File: src/rtl/irq_route_pkg.sv
package irq_route_pkg;

   localparam int PIN_FLAG_BIT = 31;
   localparam int NMI_FLAG_BIT = 30;
   localparam int YLD_FLAG_BIT = 29;
   localparam int NUM_W        = 6;

   typedef struct packed {
      logic             to_pin;
      logic             to_nmi;
      logic             to_yld;
      logic [NUM_W-1:0] num;
   } route_t;

   function automatic route_t to_route(input logic [31:0] w);
      route_t r;
      r.to_pin = w[PIN_FLAG_BIT];
      r.to_nmi = w[NMI_FLAG_BIT];
      r.to_yld = w[YLD_FLAG_BIT];
      r.num    = w[NUM_W-1:0];
      return r;
   endfunction

endpackage

File: src/rtl/irq_route_decode.sv
module irq_route_decode
   import irq_route_pkg::*;
#(
   parameter int N_PINS = 64,
   localparam int DW    = N_PINS + 2
) (
   input  route_t          rt,
   output logic [DW-1:0]   dest
);

   always_comb begin
      dest = '0;
      if (rt.to_nmi) begin
         dest[N_PINS] = 1'b1;
      end else if (rt.to_yld) begin
         dest[N_PINS+1] = 1'b1;
      end else if (rt.to_pin && (int'(rt.num) < N_PINS)) begin
         dest[rt.num] = 1'b1;
      end
   end

endmodule

File: src/rtl/irq_route_cfg.sv
module irq_route_cfg
   import irq_route_pkg::*;
#(
   parameter int N_SRC      = 8,
   parameter int N_PROC     = 2,
   parameter int N_LOC      = 4,
   parameter int AW         = 16,
   parameter int MAP_BASE   = 'h0500,
   parameter int SEL_BASE   = 'h2000,
   parameter int LOC_BASE   = 'h8000,
   parameter int LOC_STRIDE = 'h0100,
   localparam int N_LT      = N_PROC * N_LOC,
   localparam int CLR_OFS   = 'h0C,
   localparam int SET_OFS   = 'h10,
   localparam int LMAP_OFS  = 'h40
) (
   input  logic                         clk,
   input  logic                         rst_n,
   input  logic                         cfg_we,
   input  logic [AW-1:0]                cfg_addr,
   input  logic [31:0]                  cfg_wdata,
   output route_t [N_SRC-1:0]           map_q,
   output logic [N_SRC-1:0][N_PROC-1:0] sel_q,
   output route_t [N_LT-1:0]            lmap_q,
   output logic [N_LT-1:0]              lmask_q
);

   logic [N_SRC-1:0]  hit_map, hit_sel;
   logic [N_PROC-1:0] hit_set, hit_clr;
   logic [N_LT-1:0]   hit_lmap;

   always_comb begin
      for (int n = 0; n < N_SRC; n++) begin
         hit_map[n] = cfg_we && (cfg_addr == AW'(MAP_BASE + 4*n));
         hit_sel[n] = cfg_we && (cfg_addr == AW'(SEL_BASE + 32*n));
      end
      for (int v = 0; v < N_PROC; v++) begin
         hit_clr[v] = cfg_we && (cfg_addr == AW'(LOC_BASE + v*LOC_STRIDE + CLR_OFS));
         hit_set[v] = cfg_we && (cfg_addr == AW'(LOC_BASE + v*LOC_STRIDE + SET_OFS));
         for (int k = 0; k < N_LOC; k++) begin
            hit_lmap[v*N_LOC+k] = cfg_we &&
               (cfg_addr == AW'(LOC_BASE + v*LOC_STRIDE + LMAP_OFS + 4*k));
         end
      end
   end

   always_ff @(posedge clk) begin
      if (!rst_n) begin
         map_q   <= '0;
         sel_q   <= '0;
         lmap_q  <= '0;
         lmask_q <= '0;
      end else begin
         for (int n = 0; n < N_SRC; n++) begin
            if (hit_map[n]) map_q[n] <= to_route(cfg_wdata);
            if (hit_sel[n]) sel_q[n] <= cfg_wdata[N_PROC-1:0];
         end
         for (int v = 0; v < N_PROC; v++) begin
            for (int k = 0; k < N_LOC; k++) begin
               if (hit_lmap[v*N_LOC+k]) lmap_q[v*N_LOC+k] <= to_route(cfg_wdata);
               if (hit_set[v] && cfg_wdata[k])      lmask_q[v*N_LOC+k] <= 1'b1;
               else if (hit_clr[v] && cfg_wdata[k]) lmask_q[v*N_LOC+k] <= 1'b0;
            end
         end
      end
   end


   idle_cfg_stable_chk: assert property (@(posedge clk) disable iff (!rst_n)
      !cfg_we |=> ($stable(map_q) && $stable(sel_q) && $stable(lmap_q) && $stable(lmask_q)));

   for (genvar gv = 0; gv < N_PROC; gv++) begin : g_mchk
      for (genvar gk = 0; gk < N_LOC; gk++) begin : g_bit

         set_mask_chk: assert property (@(posedge clk) disable iff (!rst_n)
            (cfg_we && cfg_addr == AW'(LOC_BASE + gv*LOC_STRIDE + SET_OFS) && cfg_wdata[gk])
            |=> lmask_q[gv*N_LOC+gk]);

         clr_mask_chk: assert property (@(posedge clk) disable iff (!rst_n)
            (cfg_we && cfg_addr == AW'(LOC_BASE + gv*LOC_STRIDE + CLR_OFS) && cfg_wdata[gk])
            |=> !lmask_q[gv*N_LOC+gk]);
      end
   end

endmodule

File: src/rtl/irq_route_combine.sv
module irq_route_combine #(
   parameter int N_SRC  = 8,
   parameter int N_PROC = 2,
   parameter int N_LOC  = 4,
   parameter int N_PINS = 64,
   localparam int DW    = N_PINS + 2,
   localparam int N_LT  = N_PROC * N_LOC
) (
   input  logic                         clk,
   input  logic                         rst_n,
   input  logic [N_SRC-1:0]             src_pend,
   input  logic [N_SRC-1:0][N_PROC-1:0] sel,
   input  logic [N_SRC-1:0][DW-1:0]     sdest,
   input  logic [N_LT-1:0]              loc_pend,
   input  logic [N_LT-1:0]              lmask,
   input  logic [N_LT-1:0][DW-1:0]      ldest,
   output logic [N_PROC*N_PINS-1:0]     irq_pin,
   output logic [N_PROC-1:0]            irq_nmi,
   output logic [N_PROC-1:0]            irq_yield
);

   logic [N_PROC-1:0][DW-1:0] acc, out_q;

   always_comb begin
      acc = '0;
      for (int v = 0; v < N_PROC; v++) begin
         for (int n = 0; n < N_SRC; n++) begin
            if (src_pend[n] && sel[n][v]) acc[v] = acc[v] | sdest[n];
         end
         for (int k = 0; k < N_LOC; k++) begin
            if (loc_pend[v*N_LOC+k] && lmask[v*N_LOC+k]) acc[v] = acc[v] | ldest[v*N_LOC+k];
         end
      end
   end

   always_ff @(posedge clk) begin
      if (!rst_n) out_q <= '0;
      else        out_q <= acc;
   end

   for (genvar gv = 0; gv < N_PROC; gv++) begin : g_out
      assign irq_pin[gv*N_PINS +: N_PINS] = out_q[gv][N_PINS-1:0];
      assign irq_nmi[gv]                  = out_q[gv][N_PINS];
      assign irq_yield[gv]                = out_q[gv][N_PINS+1];


      no_target_quiet_chk: assert property (@(posedge clk) disable iff (!rst_n)
         (((src_pend & {N_SRC{1'b1}}) == 0 || sel == '0) &&
          (loc_pend[gv*N_LOC +: N_LOC] & lmask[gv*N_LOC +: N_LOC]) == '0)
         |=> (irq_pin[gv*N_PINS +: N_PINS] == '0 && !irq_nmi[gv] && !irq_yield[gv]));
   end


   idle_quiet_chk: assert property (@(posedge clk) disable iff (!rst_n)
      (src_pend == '0 && (loc_pend & lmask) == '0)
      |=> (irq_pin == '0 && irq_nmi == '0 && irq_yield == '0));


   local_gate_chk: assert property (@(posedge clk) disable iff (!rst_n)
      (src_pend == '0 && lmask == '0)
      |=> (irq_pin == '0 && irq_nmi == '0 && irq_yield == '0));

endmodule

File: src/rtl/irq_route_map.sv
module irq_route_map
   import irq_route_pkg::*;
#(
   parameter int N_SRC      = 8,
   parameter int N_PROC     = 2,
   parameter int N_LOC      = 4,
   parameter int N_PINS     = 64,
   parameter int AW         = 16,
   parameter int MAP_BASE   = 'h0500,
   parameter int SEL_BASE   = 'h2000,
   parameter int LOC_BASE   = 'h8000,
   parameter int LOC_STRIDE = 'h0100
) (
   input  logic                      clk,
   input  logic                      rst_n,
   input  logic                      cfg_we,
   input  logic [AW-1:0]             cfg_addr,
   input  logic [31:0]               cfg_wdata,
   input  logic [N_SRC-1:0]          src_pend,
   input  logic [N_PROC*N_LOC-1:0]   loc_pend,
   output logic [N_PROC*N_PINS-1:0]  irq_pin,
   output logic [N_PROC-1:0]         irq_nmi,
   output logic [N_PROC-1:0]         irq_yield
);

   localparam int DW   = N_PINS + 2;
   localparam int N_LT = N_PROC * N_LOC;

   if (N_PINS < 1 || N_PINS > 64) begin : g_bad_pins
      $error("N_PINS must lie in 1..64");
   end
   if (N_PROC < 1 || N_PROC > 32) begin : g_bad_proc
      $error("N_PROC must lie in 1..32");
   end
   if (N_LOC < 1 || 'h40 + 4*N_LOC > LOC_STRIDE) begin : g_bad_loc
      $error("local words overflow LOC_STRIDE");
   end
   if (MAP_BASE + 4*N_SRC > SEL_BASE || SEL_BASE + 32*N_SRC > LOC_BASE) begin : g_bad_map
      $error("address windows overlap");
   end
   if (LOC_BASE + N_PROC*LOC_STRIDE > (1 << AW)) begin : g_bad_aw
      $error("AW too narrow for the local windows");
   end

   route_t [N_SRC-1:0]           map_q;
   logic [N_SRC-1:0][N_PROC-1:0] sel_q;
   route_t [N_LT-1:0]            lmap_q;
   logic [N_LT-1:0]              lmask_q;
   logic [N_SRC-1:0][DW-1:0]     sdest;
   logic [N_LT-1:0][DW-1:0]      ldest;

   irq_route_cfg #(
      .N_SRC(N_SRC), .N_PROC(N_PROC), .N_LOC(N_LOC), .AW(AW),
      .MAP_BASE(MAP_BASE), .SEL_BASE(SEL_BASE),
      .LOC_BASE(LOC_BASE), .LOC_STRIDE(LOC_STRIDE)
   ) u_cfg (
      .clk(clk), .rst_n(rst_n), .cfg_we(cfg_we), .cfg_addr(cfg_addr),
      .cfg_wdata(cfg_wdata), .map_q(map_q), .sel_q(sel_q),
      .lmap_q(lmap_q), .lmask_q(lmask_q)
   );

   for (genvar gn = 0; gn < N_SRC; gn++) begin : g_sdec
      irq_route_decode #(.N_PINS(N_PINS)) u_dec (.rt(map_q[gn]), .dest(sdest[gn]));
   end

   for (genvar gl = 0; gl < N_LT; gl++) begin : g_ldec
      irq_route_decode #(.N_PINS(N_PINS)) u_dec (.rt(lmap_q[gl]), .dest(ldest[gl]));
   end

   irq_route_combine #(
      .N_SRC(N_SRC), .N_PROC(N_PROC), .N_LOC(N_LOC), .N_PINS(N_PINS)
   ) u_comb (
      .clk(clk), .rst_n(rst_n), .src_pend(src_pend), .sel(sel_q), .sdest(sdest),
      .loc_pend(loc_pend), .lmask(lmask_q), .ldest(ldest),
      .irq_pin(irq_pin), .irq_nmi(irq_nmi), .irq_yield(irq_yield)
   );

   for (genvar gv = 0; gv < N_PROC; gv++) begin : g_prio

      one_dest_chk: assert property (@(posedge clk) disable iff (!rst_n)
         ($countones(src_pend) == 1 && $countones(loc_pend & lmask_q) == 0)
         |=> ($countones({irq_nmi[gv], irq_yield[gv], irq_pin[gv*N_PINS +: N_PINS]}) <= 1));
   end

endmodule

File: config.mk
export PLATFORM = sky130hd
export DESIGN_NAME = irq_route_map
export DESIGN_NICKNAME = d
export VERILOG_FILES = /design/src/rtl/irq_route_pkg.sv /design/src/rtl/irq_route_decode.sv /design/src/rtl/irq_route_cfg.sv /design/src/rtl/irq_route_combine.sv /design/src/rtl/irq_route_map.sv
export SDC_FILE = /design/constraint.sdc
export NUM_CORES = 2
export LEC_CHECK = 0
export BUFFER_PORTS_ARGS = -buffer_cell sky130_fd_sc_hd__buf_4
export CAP_MARGIN = 0
export CELL_PAD_IN_SITES_DETAIL_PLACEMENT = 1
export CELL_PAD_IN_SITES_GLOBAL_PLACEMENT = 1
export CORE_AREA = 2 2 233 235
export DETAILED_ROUTE_END_ITERATION = 7
export DIE_AREA = 0 0 235 237
export PLACE_DENSITY = 0.72
export SLEW_MARGIN = 20
export SYNTH_ARGS = -nofsm -noshare
export SYNTH_HDL_FRONTEND = slang
export SYNTH_SLANG_ARGS = --single-unit
File: constraint.sdc
create_clock -name clk -period 2.8 [get_ports clk]
set_clock_uncertainty 0.15 [all_clocks]
set_input_delay 0.14 -clock clk [delete_from_list [all_inputs] [get_ports clk]]
set_output_delay 0.14 -clock clk [all_outputs]
set_load 0.02 [all_outputs]
### Yosys cells after proc, flatten, opt, wreduce, memory -nomap -nowiden

Index checks and enable logic that the tools add are counted.

| storage, ports and cells | value |
|---|---|
| logic and storage cells | 424 |
| register bits | 300 |
| output and inout bits | 132 |
| bits of input ports | 67 |

| operators by class | value |
|---|---|
| magnitude comparators | 32 |
| muxes and demuxes | 168 |
| equality and inequality tests | 28 |
| reductions and logical operators | 92 |
| bitwise gates (word level) | 22 |

Operators with widths:

| kind | number |
|---|---|
| 2-to-1 mux 64 bit | 48 |
| 2-to-1 mux 66 bit | 24 |
| OR 66 bit | 22 |
| equality test 16 bit, second input constant | 12 |
| equality test 16 x 11 -> 1 bit, second input constant | 8 |
| equality test 16 x 14 -> 1 bit, second input constant | 8 |
| < comparator 6 x 8 -> 1 bit, second input constant | 16 |
| demux 1 bit (select 6 bit) | 16 |
| greater-or-equal comparator 6 x 1 -> 1 bit, second input constant | 16 |
| logical AND 1 bit | 84 |
| 2-to-1 mux 1 bit | 80 |
| nonzero test 2 bit | 8 |

### Longest topological paths before layout

| logic depth | value |
|---|---|
| depth after elaboration | 30 |
| mapped depth | 8 |
| mapped depth without buffers | 5 |

### Cells and area by module

From an unflattened synthesis, not the netlist that was laid out.

| second synthesis, totals | value |
|---|---|
| cell total of the unflattened synthesis | 4823 |
| area, all modules | 31629.1 um^2 |

By module, submodules not included:

| module | sequential area each (um^2) | area an instance (um^2) | cells an instance | instances |
|---|---|---|---|---|
| irq_route_combine | 2642.5 | 15665.0 | 2591 | 1 |
| irq_route_decode | 0.0 | 585.6 | 101 | 16 |
| irq_route_cfg | 3363.2 | 6595.1 | 616 | 1 |

### Worst setup path before layout

OpenSTA, ideal clock, no wires.

| timing | value |
|---|---|
| path kind | reg2reg |
| start | register, netlist name u_cfg.map_q[43] |
| end | register u_comb.out_q (netlist bit u_comb.irq_pin[82]) |
| path buffers | 1 |
| slack | 0.884 ns |
| clock period less this slack | 1.916 ns |
| data required time | 2.569 ns |
| setup time | 0.081 ns |
| arrival time | 1.685 ns |
| cell stages (with the launch flop) | 7 |
| cells stage by stage | dfxtp_1 or4b_4 nor2_4 buf_4 a22oi_1 and4_1 a41oi_1 |

| on the way | value |
|---|---|
| word-level cells in the longest chain between the ends | 17 |

Ends and longest elaborated chain:

| item | RTL line | RTL |
|---|---|---|
| 2-to-1 mux 64 bit * | irq_route_decode.sv:13 | `if (rt.to_nmi) begin` |
| OR 66 bit * | irq_route_combine.sv:28 | `if (src_pend[n] && sel[n][v]) acc[v] = acc[v] \| sdest[n];` |
| 2-to-1 mux 66 bit * | irq_route_combine.sv:28 |  |
| OR 66 bit | irq_route_combine.sv:28 |  |
| 2-to-1 mux 66 bit * | irq_route_combine.sv:28 |  |
| OR 66 bit | irq_route_combine.sv:28 |  |
| 2-to-1 mux 66 bit * | irq_route_combine.sv:28 |  |
| OR 66 bit | irq_route_combine.sv:28 |  |
| 2-to-1 mux 66 bit * | irq_route_combine.sv:28 |  |
| OR 66 bit | irq_route_combine.sv:31 | `if (loc_pend[v*N_LOC+k] && lmask[v*N_LOC+k]) acc[v] = acc[v] \| ldest[v*N_LOC+k];` |
| 2-to-1 mux 66 bit * | irq_route_combine.sv:31 |  |
| OR 66 bit | irq_route_combine.sv:31 |  |
| 2-to-1 mux 66 bit * | irq_route_combine.sv:31 |  |
| OR 66 bit | irq_route_combine.sv:31 |  |
| 2-to-1 mux 66 bit * | irq_route_combine.sv:31 |  |
| OR 66 bit | irq_route_combine.sv:31 |  |
| 2-to-1 mux 66 bit * | irq_route_combine.sv:31 |  |
| end signal, assigned | irq_route_combine.sv:37 | `if (!rst_n) out_q <= '0;` |
| end signal, assigned | irq_route_combine.sv:38 | `else out_q <= acc;` |
| end, declared | irq_route_combine.sv:22 | `logic [N_PROC-1:0][DW-1:0] acc, out_q;` |

Every way passes the cells marked *; elsewhere a longest branch is shown, timed or not.
A chain may end at the register's enable or synchronous reset.

### Final worst setup path

| timing | value |
|---|---|
| start | register, netlist name u_cfg.map_q[69] |
| end | register u_comb.out_q (netlist bit u_comb.irq_pin[51]) |

| on the way | value |
|---|---|
| word-level cells in the longest chain between the ends | 12 |

Ends and longest elaborated chain:

| item | RTL line | RTL |
|---|---|---|
| 2-to-1 mux 64 bit * | irq_route_decode.sv:15 | `end else if (rt.to_yld) begin` |
| 2-to-1 mux 64 bit * | irq_route_decode.sv:13 |  |
| OR 66 bit * | irq_route_combine.sv:28 |  |
| 2-to-1 mux 66 bit * | irq_route_combine.sv:28 |  |
| OR 66 bit | irq_route_combine.sv:31 |  |
| 2-to-1 mux 66 bit * | irq_route_combine.sv:31 |  |
| OR 66 bit | irq_route_combine.sv:31 |  |
| 2-to-1 mux 66 bit * | irq_route_combine.sv:31 |  |
| OR 66 bit | irq_route_combine.sv:31 |  |
| 2-to-1 mux 66 bit * | irq_route_combine.sv:31 |  |
| OR 66 bit | irq_route_combine.sv:31 |  |
| 2-to-1 mux 66 bit * | irq_route_combine.sv:31 |  |

Marks and branches as above.

==> impl_metrics.toml <==
[outcome]
status = "finished with violations"
violations = "DRC"

[yosys]
synthesis.nets = 2711
synthCells = 2644
synth_top_family_by_area = "compound AO/OA/AOI/OAI gates"
synth_ff_type = "dfxtp_1"
synth_area_sq_um = 21100
synthAdderAreaFrac_pct = 0
ys_seq_elements = 300
yosys-top-cells-area = "dfxtp_1 (28%), a22oi_1 (11%), nor2_1 (5.1%)"
synth.avg_cell_area_sq_um = 7.98
synth_edf_count = 0
synth-simple-area-share_pct = 26.3
yosysWarnings = 0
synth_compound_area_share_pct = 37.5
ys_types = 77
synth_mux_area_share_pct = 3.65
synthXorXnorAreaFrac_pct = 0
synth_top_cell_by_area = "dfxtp_1"
synth-seq-area-share_pct = 28.5
yosysTopAreaCellShare_pct = 28.5
async_flop_share_pct = 0

[critical_path]
critical_path_buf_inv_count = 1
crit_arrival_ns = 3.03
timing.critical_path.required_ns = 3.12
crit_path_end_kind = "flip-flop"
r2r-start = "u_cfg.map_q[69]"
criticalPathCategory = "flip-flop to flip-flop"
slowest_stage = "nor2_2"
crit_family = "simple AND/OR/NAND/NOR gates"
cp-start-kind = "flip-flop"
cp-startpoint = "u_cfg.map_q[69]"
crit_chain = "or4b_4, nor2_2, buf_4, a22o_1, a221oi_1, a31oi_1"
critPathMaxFanout = 6
slowest_delay_ns = 0.66

[floorplanning]
core_sq_um = 53300
initial_utilization_pct = 39.6
rows = 85
dieHeight_microns = 237
die_w_microns = 235
pin_count = 199
dieArea_sq_um = 55700

[timing]
setup_viol = 0
hold_violations = 0
fmax_mhz = 368
tightest_slew_ns = 1.28
period_share_pct = 96.9
setup_tns_ns = 0
post-route-min-period_ns = 2.71
maxSlewHeadroom_pct = 13.8
finalMaxSlewViolations = 0
rsz0062_at_grt = "false"

[route]
first_pass_iters = 8
drtIter0Drc = 6188
wirelength_microns = 150000
detail_route.wl_per_cell_microns = 40.3
via_per_inst = 7.87
drc = 153
postRouteAntennaNets = 0
vias = 29300

[global_routing]
antenna_found_initial = 6
grt_pass1_wl_microns = 208000
grt_pass1_vias = 28600
grtUsageTotal_pct = 51.0
overflow = 0
grt_max_degree = 74

[layout]
final_cell_area_sq_um = 26600
synthToLayoutAreaGrowth_pct = 25.9
final_common_cell = "buf_4"
nets = 3054
layout-drive-gt1-share_pct = 20.9
final_cell_mix = "buf_4 (449), a22oi_1 (317), dfxtp_1 (300)"

[clock_tree]
clock_sinks = 300
clock_latency_ns = 0.59
cts_buffers = 35
cts.htree.levels = 2
cts_root_buf = "clkbuf_16"
cts_buffer_depth = 3
cts_tree = "built"
cts.clk_slew.worst_paths_ns = 0.06

[placed_design]
gp_congestion = 1.10
hpwlAfterDp_microns = 103000
place_area_sq_um = 25000
port_buffers = 175

[power_and_ir_drop]
p_per_area_nw_per_um2 = 362
ir_worst_vdd_mv = 0.479
p_leak_uw = 0.00914

[min_path]
holdCritPathClass = "primary input to flip-flop"
min_from = "cfg_addr[14]"

[run]
maxCapViolations = 0
per-stage QoR:
stage | setup WS (ns) | power, uW | hold WS [ns] | util [%] | std cells
floorplan | 0.884 | 4490 | 0.134 | - | 2644
global placement | 0.406 | 4640 | 0.319 | 47.0 | 3618
detailed placement | 0.295 | 4650 | 0.345 | 47.0 | 3618
CTS | 0.264 | 9560 | 0.0310 | 49.8 | 3708
global route | 0.0707 | 9760 | 0.0908 | 49.8 | 3709
finish | 0.0863 | 9620 | 0.0559 | 49.8 | 3717
registers in the layout, summed over array words and instances, names as in the netlist:
name and cells:
u_cfg.map_q 72, u_cfg.lmap_q 72, u_comb.irq_nmi 2, u_cfg.lmask_q 8
u_comb.irq_yield 2, u_comb.irq_pin 128, u_cfg.sel_q 16
worst reg2reg max path: stages, from the launching register on:
cell	delay (ns)
dfxtp_1	0.36
or4b_4	0.62
nor2_2	0.67
buf_4	0.29
a22o_1	0.16
a221oi_1	0.05
a31oi_1	0.32
metal layers:
| metal | vias to the layer above | track usage [%] | part of all wire, % |
|---|---|---|---|
| li1 | 11300 | - | - |
| met1 | 14200 | 62.5 | 36 |
| met2 | 2953 | 69.7 | 39 |
| met3 | 847 | 23.5 | 16 |
| met4 | 8 | 36.9 | 8.7 |
| met5 | - | 0.779 | 0.069 |
synthesized netlist by cell type (all sizes together), types with 8 or more instances:
cell	count
nand2	267
buf	61
nor3b	19
a22oi	317
and3	14
nor2b	18
nor3	70
a31oi	58
nand3b	32
nand3	94
o211ai	51
and3b	8
a211oi	11
a22o	79
o31a	34
o211a	14
a222oi	81
nor2	314
a21oi	89
a221o	12
nand4b	28
or3	11
clkbuf	134
nand4	33
nor4	23
nand4bb	15
o21ai	97
mux2i	77
a221oi	84
a41oi	9
o21a	40
a32o	9
o2111ai	10
nand2b	36
o2111a	15
or4b	10
dfxtp	300
timing repair:
| item | in CTS | in global routing |
|---|---|---|
| gates resized for setup | 0 | 1 |
| setup buffers | 0 | 0 |
| hold buffers | 28 | 0 |
| endpoints found under the setup margin | 0 | 1 |
| endpoints found under the hold margin | 173 | 0 |
path summary, 6_finish.rpt:
path                   endpoint  slack, ns  cells after the start
max          u_comb.irq_pin[51]       0.09                      6
min            u_cfg.lmask_q[3]       0.06                      5
max reg2reg  u_comb.irq_pin[51]       0.09                      6
min reg2reg    u_cfg.lmap_q[71]       0.36                      2
layout make-up:
| type | instances | area (sq um) |
|---|---|---|
| multi-input combinational | 2143 | 14300 |
| timing repair buffer | 501 | 4130 |
| fill | 6338 | 26700 |
| inverter | 6 | 27.5 |
| sequential | 300 | 6010 |
| clock inverter | 14 | 204 |
| tap | 696 | 871 |
| clock buffer | 48 | 1020 |
| antenna | 9 | 22.5 |
report_power, final:
part / internal, uW / switching [uW]
logic: 91.7 / 239
clock network: 2950 / 2080
registers: 4270 / 0.0387
total: 7300 / 2310
cells by family (layout without fill, tap and decap cells):
| logic type | Yosys count | after routing |
|---|---|---|
| compound gates | 1038 | 1038 |
| flops | 300 | 300 |
| buf+inv | 201 | 569 |
| simple gates | 1028 | 1028 |
| other cells | 0 | 9 |
| mux | 77 | 77 |
No activity file was read; power rests on OpenSTA's default activity.
